==> config.mk <==
export PLATFORM = sky130hd
export DESIGN_NAME = lat_trigger_unit
export DESIGN_NICKNAME = d
export VERILOG_FILES = /design/src/rtl/ltu_pkg.sv /design/src/rtl/ltu_edge_det.sv /design/src/rtl/ltu_port.sv /design/src/rtl/ltu_lut.sv /design/src/rtl/lat_trigger_unit.sv
export SDC_FILE = /design/constraint.sdc
export NUM_CORES = 1
export LEC_CHECK = 0
export ABC_CLOCK_PERIOD_IN_PS = 6600
export BUFFER_PORTS_ARGS = -buffer_cell sky130_fd_sc_hd__buf_4
export CAP_MARGIN = 20
export CORE_UTILIZATION = 42
export DETAILED_ROUTE_END_ITERATION = 8
export GPL_ROUTABILITY_DRIVEN = 0
export PLACE_DENSITY = 0.62
export SKIP_LAST_GASP = 1
export SYNTH_ARGS = -nofsm -noshare
export SYNTH_HDL_FRONTEND = slang
export SYNTH_SLANG_ARGS = --single-unit
==> constraint.sdc <==
create_clock -name clk_i -period 6.6 [get_ports clk_i]
set_input_delay 0.33 -clock clk_i [delete_from_list [all_inputs] [get_ports clk_i]]
set_output_delay 0.33 -clock clk_i [all_outputs]
set_load 0.03 [all_outputs]
==> src/rtl/ltu_pkg.sv <==
package ltu_pkg;
  localparam int unsigned DET_PER_PORT = 3;
  localparam int unsigned FLD_W = 3;

  typedef enum logic [FLD_W-1:0] {
    FLD_VALUE = 3'd0,
    FLD_MASK  = 3'd1,
    FLD_LOW   = 3'd2,
    FLD_HIGH  = 3'd3,
    FLD_RISE  = 3'd4,
    FLD_FALL  = 3'd5,
    FLD_ANY   = 3'd6,
    FLD_NONE  = 3'd7
  } ltu_field_e;

  // hit bit positions inside one port
  localparam int unsigned HIT_TERM  = 0;
  localparam int unsigned HIT_RANGE = 1;
  localparam int unsigned HIT_EDGE  = 2;
endpackage

==> src/rtl/ltu_edge_det.sv <==
module ltu_edge_det #(
  parameter int unsigned DATA_W = 16
) (
  input  logic [DATA_W-1:0] cur_i,
  input  logic [DATA_W-1:0] prev_i,
  input  logic              prev_vld_i,
  input  logic [DATA_W-1:0] rise_msk_i,
  input  logic [DATA_W-1:0] fall_msk_i,
  input  logic [DATA_W-1:0] any_msk_i,
  output logic              hit_o
);
  logic [DATA_W-1:0] rose, fell, chg;

  always_comb begin
    rose  = ~prev_i &  cur_i & rise_msk_i;
    fell  =  prev_i & ~cur_i & fall_msk_i;
    chg   = (prev_i ^ cur_i) & any_msk_i;
    hit_o = prev_vld_i & (|(rose | fell | chg));
  end
endmodule

==> src/rtl/ltu_port.sv <==
module ltu_port
  import ltu_pkg::*;
#(
  parameter int unsigned DATA_W  = 16,
  parameter int unsigned PORT_W  = 1,
  parameter int unsigned PORT_ID = 0
) (
  input  logic                    clk_i,
  input  logic                    rst_ni,
  input  logic                    cfg_we_i,
  input  logic [PORT_W-1:0]       cfg_port_i,
  input  logic [FLD_W-1:0]        cfg_field_i,
  input  logic [DATA_W-1:0]       cfg_wdata_i,
  input  logic [DATA_W-1:0]       cur_i,
  input  logic [DATA_W-1:0]       prev_i,
  input  logic                    prev_vld_i,
  output logic [DET_PER_PORT-1:0] hit_o
);
  logic [DATA_W-1:0] val_q, msk_q, low_q, high_q, rise_q, fall_q, any_q;
  logic              sel;
  logic              edge_hit;

  assign sel = cfg_we_i && (cfg_port_i == PORT_W'(PORT_ID));

  always_ff @(posedge clk_i or negedge rst_ni) begin
    if (!rst_ni) begin
      val_q  <= '0;
      msk_q  <= '0;
      low_q  <= '0;
      high_q <= '0;
      rise_q <= '0;
      fall_q <= '0;
      any_q  <= '0;
    end else if (sel) begin
      case (ltu_field_e'(cfg_field_i))
        FLD_VALUE: val_q  <= cfg_wdata_i;
        FLD_MASK:  msk_q  <= cfg_wdata_i;
        FLD_LOW:   low_q  <= cfg_wdata_i;
        FLD_HIGH:  high_q <= cfg_wdata_i;
        FLD_RISE:  rise_q <= cfg_wdata_i;
        FLD_FALL:  fall_q <= cfg_wdata_i;
        FLD_ANY:   any_q  <= cfg_wdata_i;
        default: ;
      endcase
    end
  end

  ltu_edge_det #(.DATA_W(DATA_W)) u_edge (
    .cur_i      (cur_i),
    .prev_i     (prev_i),
    .prev_vld_i (prev_vld_i),
    .rise_msk_i (rise_q),
    .fall_msk_i (fall_q),
    .any_msk_i  (any_q),
    .hit_o      (edge_hit)
  );

  always_comb begin
    hit_o            = '0;
    hit_o[HIT_TERM]  = ((cur_i ^ val_q) & msk_q) == '0;
    hit_o[HIT_RANGE] = (cur_i >= low_q) && (cur_i <= high_q);
    hit_o[HIT_EDGE]  = edge_hit;
  end

  p_cfg_low_store_r9: assert property (@(posedge clk_i) disable iff (!rst_ni)
    (sel && cfg_field_i == FLD_LOW) |=> (low_q == $past(cfg_wdata_i)));

  p_cfg_other_port_r9: assert property (@(posedge clk_i) disable iff (!rst_ni)
    (!sel) |=> ($stable(val_q) && $stable(msk_q) && $stable(low_q) && $stable(high_q)));

  p_cfg_code7_r9: assert property (@(posedge clk_i) disable iff (!rst_ni)
    (cfg_field_i == FLD_NONE) |=> ($stable(rise_q) && $stable(fall_q) && $stable(any_q)));

  p_edge_first_r4: assert property (@(posedge clk_i) disable iff (!rst_ni)
    (!prev_vld_i) |-> !hit_o[HIT_EDGE]);

  p_edge_zero_msk_r3: assert property (@(posedge clk_i) disable iff (!rst_ni)
    (rise_q == '0 && fall_q == '0 && any_q == '0) |-> !hit_o[HIT_EDGE]);

  p_range_empty_r2: assert property (@(posedge clk_i) disable iff (!rst_ni)
    (low_q > high_q) |-> !hit_o[HIT_RANGE]);
endmodule

==> src/rtl/ltu_lut.sv <==
module ltu_lut #(
  parameter int unsigned IDX_W = 6
) (
  input  logic             clk_i,
  input  logic             rst_ni,
  input  logic             we_i,
  input  logic [IDX_W-1:0] wr_addr_i,
  input  logic             wr_dat_i,
  input  logic [IDX_W-1:0] rd_idx_i,
  output logic             rd_o
);
  localparam int unsigned DEPTH = 1 << IDX_W;

  logic [DEPTH-1:0] tbl_q;

  always_ff @(posedge clk_i or negedge rst_ni) begin
    if (!rst_ni)   tbl_q <= '0;
    else if (we_i) tbl_q[wr_addr_i] <= wr_dat_i;
  end

  assign rd_o = tbl_q[rd_idx_i];

  p_tbl_write_r6: assert property (@(posedge clk_i) disable iff (!rst_ni)
    we_i |=> (tbl_q[$past(wr_addr_i)] == $past(wr_dat_i)));

  p_tbl_hold_r6: assert property (@(posedge clk_i) disable iff (!rst_ni)
    !we_i |=> $stable(tbl_q));
endmodule

==> src/rtl/lat_trigger_unit.sv <==
module lat_trigger_unit
  import ltu_pkg::*;
#(
  parameter int unsigned DATA_W    = 16,
  parameter int unsigned NUM_PORTS = 2,
  localparam int unsigned PORT_W   = (NUM_PORTS > 1) ? $clog2(NUM_PORTS) : 1,
  localparam int unsigned HIT_W    = DET_PER_PORT * NUM_PORTS
) (
  input  logic              clk_i,
  input  logic              rst_ni,
  input  logic              smp_valid_i,
  input  logic [DATA_W-1:0] smp_data_i,
  input  logic              cfg_we_i,
  input  logic [PORT_W-1:0] cfg_port_i,
  input  logic [FLD_W-1:0]  cfg_field_i,
  input  logic [DATA_W-1:0] cfg_wdata_i,
  input  logic              tbl_we_i,
  input  logic [HIT_W-1:0]  tbl_addr_i,
  input  logic              tbl_dat_i,
  output logic              trig_o
);
  logic [DATA_W-1:0] prev_q;
  logic              prev_vld_q;
  logic [HIT_W-1:0]  hits;
  logic              lut_out;
  logic              trig_q;

  always_ff @(posedge clk_i or negedge rst_ni) begin
    if (!rst_ni) begin
      prev_q     <= '0;
      prev_vld_q <= 1'b0;
    end else if (smp_valid_i) begin
      prev_q     <= smp_data_i;
      prev_vld_q <= 1'b1;
    end
  end

  for (genvar p = 0; p < NUM_PORTS; p++) begin : g_port
    ltu_port #(
      .DATA_W  (DATA_W),
      .PORT_W  (PORT_W),
      .PORT_ID (p)
    ) u_port (
      .clk_i       (clk_i),
      .rst_ni      (rst_ni),
      .cfg_we_i    (cfg_we_i),
      .cfg_port_i  (cfg_port_i),
      .cfg_field_i (cfg_field_i),
      .cfg_wdata_i (cfg_wdata_i),
      .cur_i       (smp_data_i),
      .prev_i      (prev_q),
      .prev_vld_i  (prev_vld_q),
      .hit_o       (hits[DET_PER_PORT*p +: DET_PER_PORT])
    );
  end

  ltu_lut #(.IDX_W(HIT_W)) u_lut (
    .clk_i     (clk_i),
    .rst_ni    (rst_ni),
    .we_i      (tbl_we_i),
    .wr_addr_i (tbl_addr_i),
    .wr_dat_i  (tbl_dat_i),
    .rd_idx_i  (hits),
    .rd_o      (lut_out)
  );

  always_ff @(posedge clk_i or negedge rst_ni) begin
    if (!rst_ni) trig_q <= 1'b0;
    else         trig_q <= smp_valid_i & lut_out;
  end

  assign trig_o = trig_q;

  p_trig_needs_valid_r7: assert property (@(posedge clk_i) disable iff (!rst_ni)
    trig_o |-> $past(smp_valid_i));

  p_trig_idle_r7: assert property (@(posedge clk_i) disable iff (!rst_ni)
    !smp_valid_i |=> !trig_o);

  p_prev_hold_r4: assert property (@(posedge clk_i) disable iff (!rst_ni)
    !smp_valid_i |=> ($stable(prev_q) && $stable(prev_vld_q)));

  p_prev_load_r4: assert property (@(posedge clk_i) disable iff (!rst_ni)
    smp_valid_i |=> (prev_vld_q && prev_q == $past(smp_data_i)));
endmodule

==> results of run 1 <==
per-layer routing:
metal	up-vias	share of wire [%]
met5	-	0
met4	0	3.0
met3	77	5.0
met2	261	45
met1	5367	47
li1	4951	-
path summary, 6_finish.rpt:
| check | startpoint | depth (start not counted) | endpoint | slack, ns |
|---|---|---|---|---|
| min in group asynchronous | rst_ni | 2 | u_lut.tbl_q[9] | 0.37 |
| setup reg to reg | g_port[0].u_port.high_q[1] | 13 | trig_o | 2.74 |
| setup / recovery | g_port[0].u_port.high_q[1] | 13 | trig_o | 2.74 |
| hold reg to reg | g_port[0].u_port.low_q[3] | 1 | g_port[0].u_port.low_q[3] | 0.50 |
| max in group asynchronous | rst_ni | 3 | g_port[1].u_port.high_q[12] | 4.83 |
| hold / removal | smp_data_i[0] | 3 | prev_q[0] | 0.06 |
where the power goes:
part	internal [µW]	switching, µW
Combinational	571	670
Clock	1230	825
Sequential	2260	185
cells in the final DEF (no fill, tap or decap), drive strengths merged, types with 24 or more instances in the layout:
cell / synthesis / layout
nor2: 88 / 88
dfrtp: 306 / 306
mux2i: 24 / 24
o21ai: 100 / 100
buf: 7 / 59
xor2: 32 / 32
ha: 96 / 96
mux2: 233 / 233
clkbuf: 62 / 55
inv: 119 / 121
nand2: 112 / 112
final cells by class:
| cell class | count | area [µm²] | area share (%) |
|---|---|---|---|
| Antenna cell | 2 | 5.00 | 0.0284 |
| Tap cell | 468 | 586 | 3.32 |
| Timing Repair Buffer | 60 | 488 | 2.77 |
| Multi-Input combinational cell | 908 | 7190 | 40.8 |
| Clock buffer | 55 | 1080 | 6.15 |
| Clock inverter | 12 | 168 | 0.951 |
| Sequential cell | 306 | 7660 | 43.4 |
| Inverter | 119 | 447 | 2.53 |
critical path: stages, from the launching register on:
cell	delay (ns)
dfrtp_1	0.32
inv_1	0.05
ha_1	0.29
nor2b_1	0.15
o211ai_1	0.12
a2111oi_0	0.88
o31a_1	0.47
nor3_4	0.07
buf_4	0.27
mux4_2	0.46
nor4b_1	0.29
a211o_1	0.14
o22a_1	0.14
o41ai_2	0.07
cells by family (layout without fill, tap and decap cells):
logic type | Yosys count | count (layout) | synth area share, %
other | 0 | 2 | 0
adders and majority gates | 96 | 96 | 7.72
AOI/OAI and AO/OA | 216 | 216 | 8.73
buffers and inverters | 188 | 246 | 4.67
muxes | 258 | 258 | 18.5
xor gates and xnor gates | 32 | 32 | 1.80
DFF | 306 | 306 | 49.2
and+or+nand+nor | 306 | 306 | 9.34
metrics by stage:
| step | hold WS, ns | instances | setup WS (ns) | utilization, % | instance area [µm²] |
|---|---|---|---|---|---|
| after floorplan | 0.0344 | 1402 | 3.66 | - | 15600 |
| after global placement | 0.341 | 1858 | 2.74 | 44.7 | 16300 |
| after detailed placement | 0.340 | 1858 | 2.72 | 44.7 | 16300 |
| after CTS | 0.0392 | 1926 | 2.85 | 48.2 | 17600 |
| after global routing | 0.0795 | 1929 | 2.59 | 48.2 | 17600 |
| final | 0.0627 | 1930 | 2.74 | 48.3 | 17600 |
flip-flops by register name (all words and copies together) (netlist names):
signal,cells
u_lut.tbl_q,64
g_port.u_port.any_q,32
g_port.u_port.fall_q,32
g_port.u_port.high_q,32
g_port.u_port.low_q,32
g_port.u_port.msk_q,32
g_port.u_port.rise_q,32
g_port.u_port.val_q,32
prev_q,16
prev_vld_q,1
trig_o,1
==> impl_metrics.yaml, run 1 <==
run_status:
  status: "completed"
worst_hold_path:
  hold_path_class: "input port to flip-flop"
floorplan:
  die_area_mm2: 0.0378
  io-pin-count: 49
  start_util_pct: 42.6
  core_area_mm2: 0.0365
  fp-row-count: 70
  die_w_um: 195
  die_y_um: 195
setup_path:
  crit_type: "flip-flop to flip-flop"
  start_kind: "flip-flop"
  worstSetupEndpointType: "flip-flop"
  crit_required_ns: 7.00
  worst-path-max-fanout: 21
  arrival_ns: 4.25
clock_network:
  htree_levels: 2
  postCtsSetupBuffers: 0
  clock_latency_ns: 0.54
  cts_resized: 0
  cts_buffers: 37
  cts.sinks: 306
  root_buffer: "clkbuf_16"
  cts_tree: "yes"
  cts.path.max_buffers: 3
  cts_hold_buf: 1
  path_clk_slew_ns: 0.06
grt:
  overflow: 0
  track_usage_pct: 22.5
  grt_max_degree: 164
  grt_pass1_vias: 10800
  grt_antenna_before_repair: 2
  top_usage_layer: "met2"
  grt_use_met1_pct: 31.8
  met3_usage_pct: 3.35
  grt.met2_usage_pct: 35.2
  grt_pass1_wl_um: 64800
yosys:
  synth_common_cells: "dfrtp_1, mux2_2, inv_1"
  syn_area_mm2: 0.0156
  yosysWarnings: 0
  synth_ff_type: "dfrtp_1"
  synthCells: 1402
  synth_top_cell_by_area: "dfrtp_1"
  yosysMostFrequentCell: "dfrtp_1"
  synth_cell_types: 60
  synth-edff-count: 0
  synth-seq-area-share_pct: 49.2
  synth_top_area_share_pct: 49.2
  synth-async-reset-ratio_pct: 100
  synth_seq_cells: 306
  syn_nets: 1546
  syn_avg_cell_area_um2: 11.1
  synthTopCellsByArea: "dfrtp_1, mux2_2, ha_1"
timing:
  timing.fmax_mhz: 259
  setup_tns_ns: 0
  fin_crit_ns: 3.86
  max-slew-margin-rel_pct: 27.8
  setup_viol: 0
  post-route-period-util_pct: 58.4
  hold_viol_final: 0
  slew_viol_final: 0
  grt_setup_unrepaired: "no"
  worst_pin_slew_ns: 1.08
  fin_skew_ns: 0.0211
run:
  cap_violations: 0
final_layout:
  syn_to_final_growth_pct: 13.2
  drive_gt1_share_pct: 25.2
  final_nets: 1576
  final.fill_count: 3302
detailed_routing:
  antenna_left: 0
  route.detailed.drc: 0
  first_iter_violations: 760
  avgRoutedWirePerCell_um: 21.4
  finalWirelength_um: 41200
  drt-pass1-iter-count: 5
  via_per_inst: 5.52
  vias: 10700
pwr:
  total_leakage_power_uw: 0.00812
  power.total_uw: 5740
  max-vdd-ir-drop_uv: 194
  power.density_mw_per_mm2: 326
placement:
  io_buffers: 48
  dp_hpwl_um: 28600
No activity file was read; power rests on OpenSTA's default activity.
==> inputs of run 2 (changes only) <==
ABC_AREA = 1   (was default)
ABC_CLOCK_PERIOD_IN_PS = 3200   (was 6600)
PLACE_DENSITY = 0.64   (was 0.62)
clock period = 3.2 ns   (was 6.6 ns; I/O delays follow)
==> run 2 against run 1 <==
Compared with the run above:
- total power up 100%
- non-clock buffer count is 56 higher
- wire length fell by 1.9%
- sequential share of layout area shrank 0.56 points
- flip-flop and latch count unchanged
- register-to-register slack got worse by 2.2 ns
- synthesized cell count up 34%
- area after synthesis decreased by 1.0%
- via count grew 19%
- final area rose by 1.3%
- first-iteration DRC count is 35% higher
==> impl_metrics.yaml, run 2 <==
detailed_routing:
  finalWirelength_um: 40400
  drt-pass1-iter-count: 5
  via_per_inst: 5.22
  met3WireLength_um: 2000
  antenna_left: 0
  dr_wl_met2_um: 19100
  avgRoutedWirePerCell_um: 16.7
  vias: 12700
  route.detailed.drc: 0
  first_iter_violations: 1026
  top_layer: "met5"
  wl_met1_um: 18500
setup_path:
  start_kind: "flip-flop"
  crit_required_ns: 3.62
  crit_path_start: "g_port[0].u_port.low_q[15]"
  arrival_ns: 3.12
  worstSetupEndpointType: "flip-flop"
  crit_type: "flip-flop to flip-flop"
  r2r_slack_ns: 0.50
  rr_worst_depth: 19
  r2r_end: "trig_o"
  worst-path-max-fanout: 15
  crit_end: "trig_o"
  worstReg2RegStart: "g_port[0].u_port.low_q[15]"
timing:
  slew_viol_final: 0
  setup_viol: 0
  worst_pin_slew_ns: 1.05
  hold_viol_final: 0
  timing.fmax_mhz: 370
  setup_tns_ns: 0
  post-route-period-util_pct: 84.5
  grt_setup_unrepaired: "no"
  max-slew-margin-rel_pct: 29.9
  fin_crit_ns: 2.70
  fin_skew_ns: 0.0176
clock_network:
  htree_levels: 2
  root_buffer: "clkbuf_16"
  cts_buffers: 35
  cts_resized: 0
  cts_tree: "yes"
  cts.path.max_buffers: 3
  cts.sinks: 306
  postCtsSetupBuffers: 0
  clock_latency_ns: 0.54
  path_clk_slew_ns: 0.06
floorplan:
  die_area_mm2: 0.0375
  start_util_pct: 43.0
  core_area_mm2: 0.0358
  fp-row-count: 69
  die_w_um: 194
  die_y_um: 194
  io-pin-count: 49
placement:
  dp_cells: 2325
  place_area_mm2: 0.0163
  io_buffers: 48
  dp_hpwl_um: 27700
yosys:
  syn_nets: 2019
  yosysWarnings: 0
  yosysMostFrequentCell: "nand2_1"
  synth_top_area_share_pct: 49.7
  synth_cell_types: 32
  synthCells: 1875
  synth_common_cells: "nand2_1, dfrtp_1, o21ai_0"
  synth-async-reset-ratio_pct: 100
  synthTopCellsByArea: "dfrtp_1, nand2_1, o21ai_0"
  synth_ff_type: "dfrtp_1"
  syn_avg_cell_area_um2: 8.22
  synth-edff-count: 0
  synth_top_cell_by_area: "dfrtp_1"
  synth-seq-area-share_pct: 49.7
  synth_seq_cells: 306
  syn_area_mm2: 0.0154
grt:
  track_usage_pct: 22.1
  grt_pass1_wl_um: 66400
  grt_pass1_vias: 12400
  grt_max_degree: 95
  overflow: 0
  grt_antenna_before_repair: 3
final_layout:
  drive_gt1_share_pct: 7.65
  top_register: "u_lut.tbl_q"
  syn_to_final_growth_pct: 15.9
  layout_common_cells: "nand2_1, dfrtp_1, o21ai_0"
  final.fill_count: 3411
  final_nets: 2080
  final_common_cell: "nand2_1"
  final_area_mm2: 0.0179
  utilization_pct: 49.8
  largest_reg_flops: 64
  final_cells: 2423
pwr:
  total_leakage_power_uw: 0.00892
  power.density_mw_per_mm2: 654
  max-vdd-ir-drop_uv: 457
run_status:
  status: "completed"
worst_hold_path:
  hold_path_class: "input port to flip-flop"
run:
  cap_violations: 0
run 2: final cells by class:
| class | instances | area (µm²) | area share, % |
|---|---|---|---|
| clock buffer | 50 | 1000 | 5.61 |
| clock inverter | 12 | 175 | 0.981 |
| sequential | 306 | 7660 | 42.9 |
| tap | 461 | 577 | 3.23 |
| inverter | 218 | 818 | 4.58 |
| timing repair buffer | 116 | 1050 | 5.89 |
| antenna | 1 | 2.50 | 0.0140 |
| multi-input combinational | 1259 | 6570 | 36.8 |
run 2: worst min-delay path by stage:
stage,cells past startpoint,end,startpoint,slack (ns)
6_report,3,trig_o,smp_valid_i,0.05
5_1_grt,3,trig_o,smp_valid_i,0.06
4_1_cts,3,trig_o,smp_valid_i,0.03
3_5_place_dp,1,g_port[1].u_port.any_q[4],rst_ni,0.24
3_3_place_gp,1,g_port[1].u_port.fall_q[4],rst_ni,0.26
2_1_floorplan,0,g_port[0].u_port.any_q[0],rst_ni,-0.14
run 2: cell families (layout without fill, tap and decap cells):
logic type | after synthesis | count (layout) | share of synthesized area, %
fa+ha+maj | 96 | 96 | 7.79
mux | 4 | 4 | 0.260
simple gates | 707 | 707 | 18.7
other cells | 0 | 1 | 0
xor+xnor | 7 | 7 | 0.398
flops | 306 | 306 | 49.7
compound gates | 445 | 445 | 15.4
buf+inv | 310 | 396 | 7.71
run 2: metrics by stage:
stage                     power, µW  setup slack (ns)  hold slack [ns]
after floorplan                6780              1.13           -0.136
after global placement         7520             0.570            0.260
after detailed placement       7620             0.544            0.240
after CTS                     11800             0.526           0.0321
after global routing          12500             0.239           0.0594
final                         11700             0.497           0.0476
run 2: metal layers:
layer | GRT usage [%] | up-vias
met5 | 0 | -
met4 | 6.01 | 4
met1 | 29.9 | 6036
met3 | 3.26 | 61
li1 | - | 6253
met2 | 37.0 | 296
run 2: worst max-delay path, stage by stage, from the launching register on:
cell	delay [ns]
dfrtp_1	0.34
inv_1	0.05
ha_1	0.29
nand2_1	0.07
inv_1	0.05
nand3_1	0.09
nor3_1	0.34
nand2_1	0.09
nand2_1	0.13
nand2_2	0.08
inv_1	0.40
nand2_1	0.10
nand2_1	0.12
nand2_1	0.06
nand2_1	0.08
nand2_1	0.05
nand2_1	0.07
nor2_1	0.04
nor2_1	0.09
nor2_1	0.05
run 2: what timing repair did:
action,CTS,global route
hold endpoints to repair,131,0
hold buffers,33,0
endpoints found under the setup margin,0,0
run 2: power by group:
group / switching (µW) / internal, µW / leakage [µW] / total, µW
clock network: 1640 / 2440 / 0.000577 / 4080
logic: 1540 / 995 / 0.00450 / 2530
registers: 427 / 4640 / 0.00384 / 5070
==> inputs of run 3 (changes only) <==
ABC_CLOCK_PERIOD_IN_PS = 2700   (was 3200)
PLACE_DENSITY = 0.62   (was 0.64)
clock period = 2.7 ns   (was 3.2 ns; I/O delays follow)
==> run 3 against run 2 <==
Compared with the run above:
- sequential power rose by 18%
- largest cell class unchanged
- first-iteration DRC count barely moved
- flip-flop and latch count did not move
- final area rose by 0.51%
- clock skew rose by 0.0022 ns
- count of clock-buffer cells in the layout fell by 1
- register-to-register slack got worse by 0.18 ns
- critical path type is now input port to flip-flop
- global-route usage fell by 0.24 points
- worst hold slack got worse by 0.0099 ns
- critical path depth rose by 3
- critical endpoint unchanged
==> impl_metrics.yaml, run 3 (synthesized netlist as in run 2, its figures left out) <==
run_status:
  status: "completed"
setup_path:
  arrival_ns: 2.86
  rr_worst_depth: 18
  crit_required_ns: 3.12
  worstSetupEndpointType: "flip-flop"
  critical_path.slowest_cell: "dlygate4sd3_1"
  r2r_end: "trig_o"
  r2r_slack_ns: 0.32
  crit_type: "input port to flip-flop"
  cpPeakStageDelay_ns: 0.57
  worst-path-max-fanout: 8
  path_common_cell: "nand2_1"
  start_kind: "input port"
  worstReg2RegStart: "g_port[0].u_port.low_q[15]"
  cp_cell_sequence: "dlygate4sd3_1 -> buf_4 -> clkinvlp_4 -> ha_1 -> nand2_1 -> nand3b_1 -> nand2_1 -> nand2_1 -> nand2_1 -> nand2_1 -> nand2_1 -> nand2_1 -> nand2_4 -> clkinvlp_4 -> nand2_1 -> nand3_1 -> nand2_1 -> nand2_1 -> nand3_1 -> nand2_1 -> nor2_1 -> nor2_1"
detailed_routing:
  drt-pass1-iter-count: 5
  antenna_left: 0
  first_iter_violations: 1027
  route.detailed.drc: 0
  vias: 12600
  via_per_inst: 5.19
  avgRoutedWirePerCell_um: 16.7
  finalWirelength_um: 40600
grt:
  grt_pass1_vias: 12100
  grt_antenna_before_repair: 3
  track_usage_pct: 21.9
  grt_max_degree: 77
  overflow: 0
  grt_pass1_wl_um: 65200
timing:
  grt_setup_unrepaired: "no"
  worst_pin_slew_ns: 1.05
  hold-worst-slack_ns: 0.0377
  post-route-period-util_pct: 90.3
  hold_viol_final: 0
  fin_skew_ns: 0.0199
  setup_viol: 0
  slew_viol_final: 0
  fin_crit_ns: 2.44
  setup_tns_ns: 0
  max-slew-margin-rel_pct: 29.6
  timing.fmax_mhz: 410
floorplan:
  fp-row-count: 69
  io-pin-count: 49
  start_util_pct: 43.0
  die_area_mm2: 0.0375
  core_area_mm2: 0.0358
  die_w_um: 194
  die_y_um: 194
worst_hold_path:
  min_to: "trig_o"
  hold_start: "smp_valid_i"
  hold_path_depth: 3
  hold_path_class: "input port to flip-flop"
final_layout:
  top_register: "u_lut.tbl_q"
  utilization_pct: 50.1
  final_nets: 2088
  syn_to_final_growth_pct: 16.5
  largest_reg_flops: 64
  layout_common_cells: "nand2_1, dfrtp_1, o21ai_0"
  final_cells: 2432
  final_common_cell: "nand2_1"
  drive_gt1_share_pct: 8.43
pwr:
  switching_power_uw: 4230
  power.density_mw_per_mm2: 780
  max-vdd-ir-drop_uv: 614
  swShare_pct: 30.2
  internal-power_uw: 9770
  power.total_uw: 14000
  clkPwrFrac_pct: 35.6
  seq_power_share_pct: 42.8
  p_comb_share_pct: 21.6
  total_leakage_power_uw: 0.00896
clock_network:
  clock_latency_ns: 0.52
  path_clk_slew_ns: 0.06
  cts_buffers: 35
  cts.sinks: 306
  htree_levels: 2
  cts_tree: "yes"
  root_buffer: "clkbuf_16"
  cts.path.max_buffers: 3
placement:
  io_buffers: 48
  dp_hpwl_um: 27500
  dp_cells: 2335
run:
  cap_violations: 0
## run 3: cell count changes in the layout (fill, tap and decap cells not counted), sizes merged
| cell | before | now |
|---|---|---|
| clkinvlp | 1 | 5 |
| clkbuf | 50 | 49 |
| buf | 83 | 92 |
| dlygate4sd3 | 33 | 31 |
| inv | 219 | 216 |
| bufinv | 3 | 4 |
| clkinv | 7 | 8 |
## run 3: final cells by class
type	instances	area (µm²)
Inverter	218	826
Multi-Input combinational cell	1259	6580
Antenna cell	1	2.50
Clock inverter	14	175
Tap cell	461	577
Sequential cell	306	7660
Fill cell	3411	17900
Timing Repair Buffer	123	1080
Clock buffer	49	1040
Timing Repair inverter	1	7.51
## run 3: per-layer routing
layer / routed length, µm / global-route usage, % / vias to the layer above
met3: 1930 / 3.05 / 60
li1: - / - / 6267
met4: 984 / 6.99 / 4
met2: 18800 / 35.3 / 296
met5: 24 / 0 / -
met1: 18900 / 30.3 / 5985
## run 3: worst max-delay path by stage
stage / from / to
4_1_cts: smp_data_i[0] / trig_o
3_5_place_dp: smp_data_i[13] / trig_o
6_report: smp_data_i[0] / trig_o
5_1_grt: smp_data_i[0] / trig_o
2_1_floorplan: g_port[0].u_port.high_q[15] / trig_o
3_3_place_gp: smp_data_i[13] / trig_o
## run 3: critical path, delay by kind of cell
kind	cells	cell delay, ns
adders and majority gates	1	0.34
and+or+nand+nor	17	1.25
buffers and inverters	4	1.13
## run 3: repair_timing
item | 4_1_cts | 5_1_grt
hold endpoints to repair | 149 | 0
setup endpoints to repair | 0 | 1
resized for setup | 0 | 4
setup buffers | 0 | 1
hold buffers | 31 | 0
## run 3: power by group through the flow
stage / combinational, µW / clock [µW] / sequential, µW
floorplan: 2100 / 0 / 5940
global placement: 2900 / 0 / 6030
detailed placement: 2980 / 0 / 6050
CTS: 3030 / 5090 / 5980
global route: 3520 / 5260 / 6090
finish: 3030 / 4980 / 5990
## run 3: per-stage QoR
step / setup slack [ns] / area [µm²]
2_1_floorplan: 0.631 / 15400
3_3_place_gp: 0.218 / 16400
3_5_place_dp: 0.170 / 16400
4_1_cts: 0.155 / 17900
5_1_grt: 0.0135 / 17900
6_report: 0.261 / 17900
